==> src/rtl/hwl_pkg.sv <==
package hwl_pkg;
  localparam int RIDX_W = 4;
  localparam int SH_W   = 2;

  typedef enum logic [1:0] {
    FORM_C32 = 2'd0,
    FORM_N16 = 2'd1,
    FORM_W32 = 2'd2,
    FORM_RSV = 2'd3
  } form_e;

  typedef enum logic [2:0] {
    RES_EXEC      = 3'd0,
    RES_SKIP      = 3'd1,
    RES_TO_UNPRIV = 3'd2,
    RES_TO_LIT    = 3'd3,
    RES_TO_PFW    = 3'd4,
    RES_UNDEF     = 3'd5,
    RES_NOMATCH   = 3'd6
  } res_e;

  typedef enum logic [2:0] {
    S_IDLE = 3'd0,
    S_ADDR = 3'd1,
    S_REQ  = 3'd2,
    S_WAIT = 3'd3,
    S_WB   = 3'd4,
    S_DONE = 3'd5
  } st_e;

  typedef struct packed {
    logic [2:0]        res;
    logic [RIDX_W-1:0] rn;
    logic [RIDX_W-1:0] rt;
    logic [RIDX_W-1:0] rm;
    logic [SH_W-1:0]   sh;
    logic              add;
    logic              pre;
    logic              wb;
    logic              unp;
  } dec_t;
endpackage

==> src/rtl/hwl_decode.sv <==
module hwl_decode
  import hwl_pkg::*;
(
  input  logic [31:0] word,
  input  logic [1:0]  form,
  input  logic        cond_pass,
  output dec_t        dec
);
  dec_t d_c32, d_n16, d_w32;

  // conditional 32-bit form
  logic c32_fix, c32_wb;
  always_comb begin
    d_c32     = '0;
    c32_fix   = (word[31:28] != 4'hF) && (word[27:25] == 3'b000) &&
                !word[22] && word[20] && (word[7:4] == 4'b1011);
    c32_wb    = !word[24] || word[21];
    d_c32.rn  = word[19:16];
    d_c32.rt  = word[15:12];
    d_c32.rm  = word[3:0];
    d_c32.pre = word[24];
    d_c32.add = word[23];
    d_c32.wb  = c32_wb;
    if (!c32_fix) begin
      d_c32.res = RES_NOMATCH;
    end else if (!word[24] && word[21]) begin
      d_c32.res = RES_TO_UNPRIV;
    end else begin
      d_c32.unp = (word[15:12] == 4'hF) || (word[3:0] == 4'hF) ||
                  (word[11:8] != 4'h0) ||
                  (c32_wb && ((word[19:16] == 4'hF) || (word[19:16] == word[15:12])));
      if (!cond_pass)
        d_c32.res = RES_SKIP;
      else if (c32_wb && (word[19:16] == word[15:12]))
        d_c32.res = RES_UNDEF;
      else
        d_c32.res = RES_EXEC;
    end
  end

  // 16-bit compact form
  always_comb begin
    d_n16     = '0;
    d_n16.rm  = {1'b0, word[8:6]};
    d_n16.rn  = {1'b0, word[5:3]};
    d_n16.rt  = {1'b0, word[2:0]};
    d_n16.add = 1'b1;
    d_n16.pre = 1'b1;
    if (word[15:9] != 7'b0101101)
      d_n16.res = RES_NOMATCH;
    else if (!cond_pass)
      d_n16.res = RES_SKIP;
    else
      d_n16.res = RES_EXEC;
  end

  // 32-bit compact form
  always_comb begin
    d_w32     = '0;
    d_w32.rn  = word[19:16];
    d_w32.rt  = word[15:12];
    d_w32.rm  = word[3:0];
    d_w32.sh  = word[5:4];
    d_w32.add = 1'b1;
    d_w32.pre = 1'b1;
    if (word[31:20] != 12'b1111_1000_0011) begin
      d_w32.res = RES_NOMATCH;
    end else if (word[19:16] == 4'hF) begin
      d_w32.res = RES_TO_LIT;
    end else if (word[11:6] != 6'd0) begin
      d_w32.res = RES_NOMATCH;
    end else if (word[15:12] == 4'hF) begin
      d_w32.res = RES_TO_PFW;
    end else begin
      d_w32.unp = (word[3:0] == 4'hF);
      d_w32.res = cond_pass ? RES_EXEC : RES_SKIP;
    end
  end

  always_comb begin
    unique case (form)
      FORM_C32: dec = d_c32;
      FORM_N16: dec = d_n16;
      FORM_W32: dec = d_w32;
      default: begin
        dec     = '0;
        dec.res = RES_NOMATCH;
      end
    endcase
  end
endmodule

==> src/rtl/hwl_agen.sv <==
module hwl_agen
  import hwl_pkg::*;
#(
  parameter int XLEN = 32
) (
  input  logic [XLEN-1:0] base,
  input  logic [XLEN-1:0] offs,
  input  logic [SH_W-1:0] shamt,
  input  logic            add,
  input  logic            pre,
  output logic [XLEN-1:0] ea,
  output logic [XLEN-1:0] upd
);
  localparam int N_SH = 1 << SH_W;

  logic [XLEN-1:0] sh_opt [N_SH];
  for (genvar s = 0; s < N_SH; s++) begin : g_sh
    assign sh_opt[s] = offs << s;
  end

  logic [XLEN-1:0] off_sh;
  assign off_sh = sh_opt[shamt];
  assign upd    = add ? (base + off_sh) : (base - off_sh);
  assign ea     = pre ? upd : base;
endmodule

==> src/rtl/hwl_seq.sv <==
module hwl_seq
  import hwl_pkg::*;
(
  input  logic clk,
  input  logic rst_n,
  input  logic ins_valid,
  input  logic exec_go,
  input  logic req_ready,
  input  logic rsp_valid,
  output logic ins_ready,
  output logic st_addr,
  output logic req_valid,
  output logic rsp_ready,
  output logic wr_en,
  output logic done
);
  st_e st, st_nx;

  always_comb begin
    st_nx = st;
    unique case (st)
      S_IDLE: if (ins_valid) st_nx = exec_go ? S_ADDR : S_DONE;
      S_ADDR: st_nx = S_REQ;
      S_REQ:  if (req_ready) st_nx = S_WAIT;
      S_WAIT: if (rsp_valid) st_nx = S_WB;
      S_WB:   st_nx = S_DONE;
      S_DONE: st_nx = S_IDLE;
      default: st_nx = S_IDLE;
    endcase
  end

  always_ff @(posedge clk or negedge rst_n) begin
    if (!rst_n) st <= S_IDLE;
    else        st <= st_nx;
  end

  assign ins_ready = (st == S_IDLE);
  assign st_addr   = (st == S_ADDR);
  assign req_valid = (st == S_REQ);
  assign rsp_ready = (st == S_WAIT);
  assign wr_en     = (st == S_WB);
  assign done      = (st == S_DONE);
endmodule

==> src/rtl/hwl_load_unit.sv <==
module hwl_load_unit
  import hwl_pkg::*;
#(
  parameter int XLEN   = 32,
  parameter int HALF_W = 16
) (
  input  logic              clk,
  input  logic              rst_n,
  input  logic              ins_valid,
  output logic              ins_ready,
  input  logic [1:0]        ins_form,
  input  logic [31:0]       ins_word,
  input  logic              ins_cond_pass,
  output logic [RIDX_W-1:0] rf_base_idx,
  input  logic [XLEN-1:0]   rf_base_data,
  output logic [RIDX_W-1:0] rf_offs_idx,
  input  logic [XLEN-1:0]   rf_offs_data,
  output logic              mem_req_valid,
  input  logic              mem_req_ready,
  output logic [XLEN-1:0]   mem_req_addr,
  input  logic              mem_rsp_valid,
  output logic              mem_rsp_ready,
  input  logic [HALF_W-1:0] mem_rsp_data,
  output logic              dst_we,
  output logic [RIDX_W-1:0] dst_idx,
  output logic [XLEN-1:0]   dst_data,
  output logic              base_we,
  output logic [RIDX_W-1:0] base_idx,
  output logic [XLEN-1:0]   base_data,
  output logic              done,
  output logic [2:0]        done_res,
  output logic              done_unp
);
  localparam int PAD_W = XLEN - HALF_W;

  dec_t            dec_now, dec_q;
  logic            exec_go, st_addr, wr_en;
  logic [XLEN-1:0] ea_c, upd_c, ea_q, upd_q;
  logic [HALF_W-1:0] data_q;

  hwl_decode u_dec (
    .word      (ins_word),
    .form      (ins_form),
    .cond_pass (ins_cond_pass),
    .dec       (dec_now)
  );

  assign exec_go = (dec_now.res == RES_EXEC);

  hwl_seq u_seq (
    .clk       (clk),
    .rst_n     (rst_n),
    .ins_valid (ins_valid),
    .exec_go   (exec_go),
    .req_ready (mem_req_ready),
    .rsp_valid (mem_rsp_valid),
    .ins_ready (ins_ready),
    .st_addr   (st_addr),
    .req_valid (mem_req_valid),
    .rsp_ready (mem_rsp_ready),
    .wr_en     (wr_en),
    .done      (done)
  );

  hwl_agen #(.XLEN(XLEN)) u_agen (
    .base  (rf_base_data),
    .offs  (rf_offs_data),
    .shamt (dec_q.sh),
    .add   (dec_q.add),
    .pre   (dec_q.pre),
    .ea    (ea_c),
    .upd   (upd_c)
  );

  always_ff @(posedge clk or negedge rst_n) begin
    if (!rst_n) begin
      dec_q  <= '0;
      ea_q   <= '0;
      upd_q  <= '0;
      data_q <= '0;
    end else begin
      if (ins_valid && ins_ready)        dec_q  <= dec_now;
      if (st_addr) begin
        ea_q  <= ea_c;
        upd_q <= upd_c;
      end
      if (mem_rsp_valid && mem_rsp_ready) data_q <= mem_rsp_data;
    end
  end

  assign rf_base_idx  = dec_q.rn;
  assign rf_offs_idx  = dec_q.rm;
  assign mem_req_addr = ea_q;
  assign dst_we       = wr_en;
  assign dst_idx      = dec_q.rt;
  assign dst_data     = {{PAD_W{1'b0}}, data_q};
  assign base_we      = wr_en && dec_q.wb;
  assign base_idx     = dec_q.rn;
  assign base_data    = upd_q;
  assign done_res     = dec_q.res;
  assign done_unp     = dec_q.unp;
endmodule

==> config.mk <==
export PLATFORM = sky130hd
export DESIGN_NAME = hwl_load_unit
export DESIGN_NICKNAME = d
export VERILOG_FILES = /design/src/rtl/hwl_pkg.sv /design/src/rtl/hwl_decode.sv /design/src/rtl/hwl_agen.sv /design/src/rtl/hwl_seq.sv /design/src/rtl/hwl_load_unit.sv
export SDC_FILE = /design/constraint.sdc
export NUM_CORES = 1
export LEC_CHECK = 0
export BUFFER_PORTS_ARGS = -buffer_cell sky130_fd_sc_hd__buf_2
export CAP_MARGIN = 5
export CORE_ASPECT_RATIO = 1.4
export CORE_MARGIN = 10
export CORE_UTILIZATION = 59
export CTS_BUF_LIST = sky130_fd_sc_hd__clkbuf_2 sky130_fd_sc_hd__clkbuf_4 sky130_fd_sc_hd__clkbuf_8
export DETAILED_ROUTE_END_ITERATION = 10
export PLACE_DENSITY = 0.95
export RECOVER_POWER = 25
export SLEW_MARGIN = 20
export SYNTH_ARGS = -nofsm -noshare
export SYNTH_HDL_FRONTEND = slang
export SYNTH_SLANG_ARGS = --single-unit
==> constraint.sdc <==
create_clock -name clk -period 14.44 [get_ports clk]
set_input_delay 1.444 -clock clk [delete_from_list [all_inputs] [get_ports clk]]
set_output_delay 1.444 -clock clk [all_outputs]
set_load 0.1 [all_outputs]
==> key figures <==
Synth
  – Area share of the largest cell type after synthesis: 0.312
  – Synthesized area per cell: about 8.6 µm²
  – Commonest cells post-synth: nand2_1 (138), dfrtp_1 (104), a21oi_1 (80), o21ai_0 (70), nor2_1 (54)
  – Count leader, synth: nand2_1
  – Asr flop ratio synth: 1.00
  – Post-synth cell types: approximately 70
  – Yosys reg bits: 104
  – Yosys Warn Count: 0
  – Top area cells in the synthesized netlist: dfrtp_1 (31%), ha_1 (6.5%), nand2_1 (6.2%)
  – Sequential share of the synthesized area: 0.312
  – Post-Syn Area: 0.00834 mm²
  – EDFF count, synth: 0
  – Cell count after synthesis: 974
  – Top_reg_cell synth: dfrtp_1
  – Largest area contributor in the netlist: dfrtp_1

Clocking
  – CTS clock-pin slew for the worst setup and hold paths: 0.11 ns
  – Num CTS Buffers: 9
  – Post_cts resized: 0
  – Worst skew pair latency: 0.38 ns
  – CTS Sinks: around 100
  – CTS Hold Bufs: 0
  – Max H-tree Level: 3
  – Post-CTS Setup Repair Bufs: 0
  – CTS root buf: clkbuf_8
  – CTS tree: done
  – Max Root-Sink Buffers: 2

Floorplan
  – Starting Density: 0.599
  – Num rows: 51
  – Core area: 0.0139 mm²
  – Die Area: 0.0194 mm²
  – Chip height: 161 µm
  – Die width: about 120 µm
  – I/O pin cnt: 242

Setup path
  – CP delay by family, top: compound AO/OA/AOI/OAI gates
  – Crit end category: flop
  – CP arrival: 6.27 ns
  – Slowest cell on crit path: mux4_1
  – Crit path launch type: input pin
  – Critical Path RT: between 10 and 15 ns
  – Kind of critical path: input pin to flop
  – Cell Chain, Critical Path: buf_2, mux4_1, or3_4, nor4_1, nor2b_1, a31oi_1, xnor2_1, ha_1, a21oi_1, o211ai_1, a2111oi_0, o31ai_1, a311o_1, a21oi_1, nor4_1, a221o_1
  – CP Max Fanout: 5
  – WP buf/inv: 1
  – Max incr delay on CP: 0.57 ns

Timing
  – RSZ-0062 raised after global routing: false
  – Final setup fails: 0
  – Final period util: 0.416
  – Slew headroom: -1.22
  – Post-route setup TNS: 0 ns
  – Worst slew pin tran: 3.34 ns
  – Min Tclk post-route: between 6 and 7 ns
  – Fin Clk Skew: 0.0157 ns
  – Peak Freq: 0.167 GHz
  – Max-slew violations: 150
  – Final hold vios: 0

Route
  – # DRC: 0
  – Drt total wl: 24800 µm
  – M1 wire length: 9190 µm
  – 1st-pass router iterations: 7
  – Iter 0 DRT Violations: about 620
  – DR top layer: met5
  – Final ANT Viol Nets: 0
  – Via count: just over 8k
  – Met2 WL: 12500 µm
  – Met3 routed wirelength: 2120 µm
  – Vias per inst: ~6.1
  – Drt wl/cell: 18.5 µm

Min path
  – Worst hold path class: flop to flop

GRT
  – Initial antenna violation count: 8
  – Largest net degree at the start of global routing: 101
  – Total grt overflow: 0
  – First-pass GRT wire length: around 40000 µm
  – Number of global-route vias before repair: 8210
  – Total GRT Usage: 0.248

Outcome
  – Status: complete, but fails checks
  – Violated checks: max-capacitance violations, max-slew violations

Placed design
  – Post-DP HPWL: just over 20000 µm
  – Port buffer count: 225
  – GP Congestion: 0.999

Finish
  – Layout cells sized above 1: 0.256
  – Nets: 1314
  – Area Growth Syn to Fin: 14.7%

Job
  – MaxCap Viol Count: 3
[kinds of logic (layout without fill, tap and decap cells)]
logic type | Yosys count | in the layout | share of synthesized area
buffers and inverters | 110 | 276 | 0.0668
xor gates and xnor gates | 56 | 56 | 0.0588
AOI/OAI and AO/OA | 264 | 264 | 0.198
adders and majority gates | 44 | 44 | 0.0669
muxes | 75 | 75 | 0.114
DFF | 104 | 104 | 0.312
other | 1 | 19 | 0.000450
and+or+nand+nor | 320 | 320 | 0.183
[tightest hold or removal path, cell delays in order, from the launching register on]
cell,delay (ns)
dfrtp_1,0.35
nand2_1,0.05
nand2_1,0.05
[registers in the layout, indices dropped and copies added, names as in the netlist]
name / count
base_data: 32
mem_req_addr: 32
data_q: 16
dec_q: 5
base_idx: 4
dst_idx: 4
rf_offs_idx: 4
done_res: 3
u_seq.st: 3
done_unp: 1
[cell usage in the layout (no fill, tap or decap), drive strengths merged, types with 18 or more instances in the layout]
cell    netlist  final
nand2       138    138
nor3         18     18
o21ai        70     70
inv          26     28
a21oi        81     81
nor2         54     54
dfrtp       104    104
a21o         19     19
buf          42    227
and3         21     21
nand2b       19     19
ha           43     43
mux2         32     32
xnor2        35     35
mux2i        32     32
xor2         21     21
[worst paths after layout]
check                           cells past startpoint  slack (ns)                         to                     start
max in group asynchronous                           2        8.73   base_data[7]$_DFFE_PN0P_                     rst_n
min in group asynchronous                           1        1.68      data_q[6]$_DFFE_PN0P_                     rst_n
worst min register to register                      2        0.48   base_data[4]$_DFFE_PN0P_  base_data[4]$_DFFE_PN0P_
worst min-delay path                                2        0.48   base_data[4]$_DFFE_PN0P_  base_data[4]$_DFFE_PN0P_
worst max-delay path                               16        8.44  base_data[31]$_DFFE_PN0P_           rf_offs_data[3]
worst max register to register                     18        9.00  base_data[31]$_DFFE_PN0P_      dec_q[5]$_DFFE_PN0P_
[area by class of cell]
cell class | count | area, µm²
diodes | 3 | 7.51
fillers | 1153 | 4350
well taps | 185 | 231
inverters | 27 | 101
multi-input cells | 775 | 5240
clock inverters | 5 | 65.1
clock buffers | 11 | 139
flip-flops and latches | 104 | 2600
repair buffers | 233 | 1170
[routing by layer]
metal  GRT usage  vias up
li1            -     3805
met1       0.274     3842
met2       0.433      397
met3      0.0635       77
met4       0.117       10
met5           0        -
[per-stage QoR]
stage / util / hold WS [ns] / area [µm²] / cells / setup slack [ns]
final: 0.687 / 0.481 / 9560 / 1343 / 8.44
after global routing: 0.687 / 0.501 / 9560 / 1341 / 7.73
after CTS: 0.688 / 0.485 / 9570 / 1340 / 8.43
after detailed placement: 0.673 / 0.460 / 9370 / 1324 / 8.02
after global placement: 0.673 / 0.454 / 9370 / 1324 / 8.25
after floorplan: - / 0.435 / 8390 / 989 / 8.74
Power is left out: the tool's default activity adds up to more than one toggle a clock period on the data nets, which glitch-free logic cannot reach.
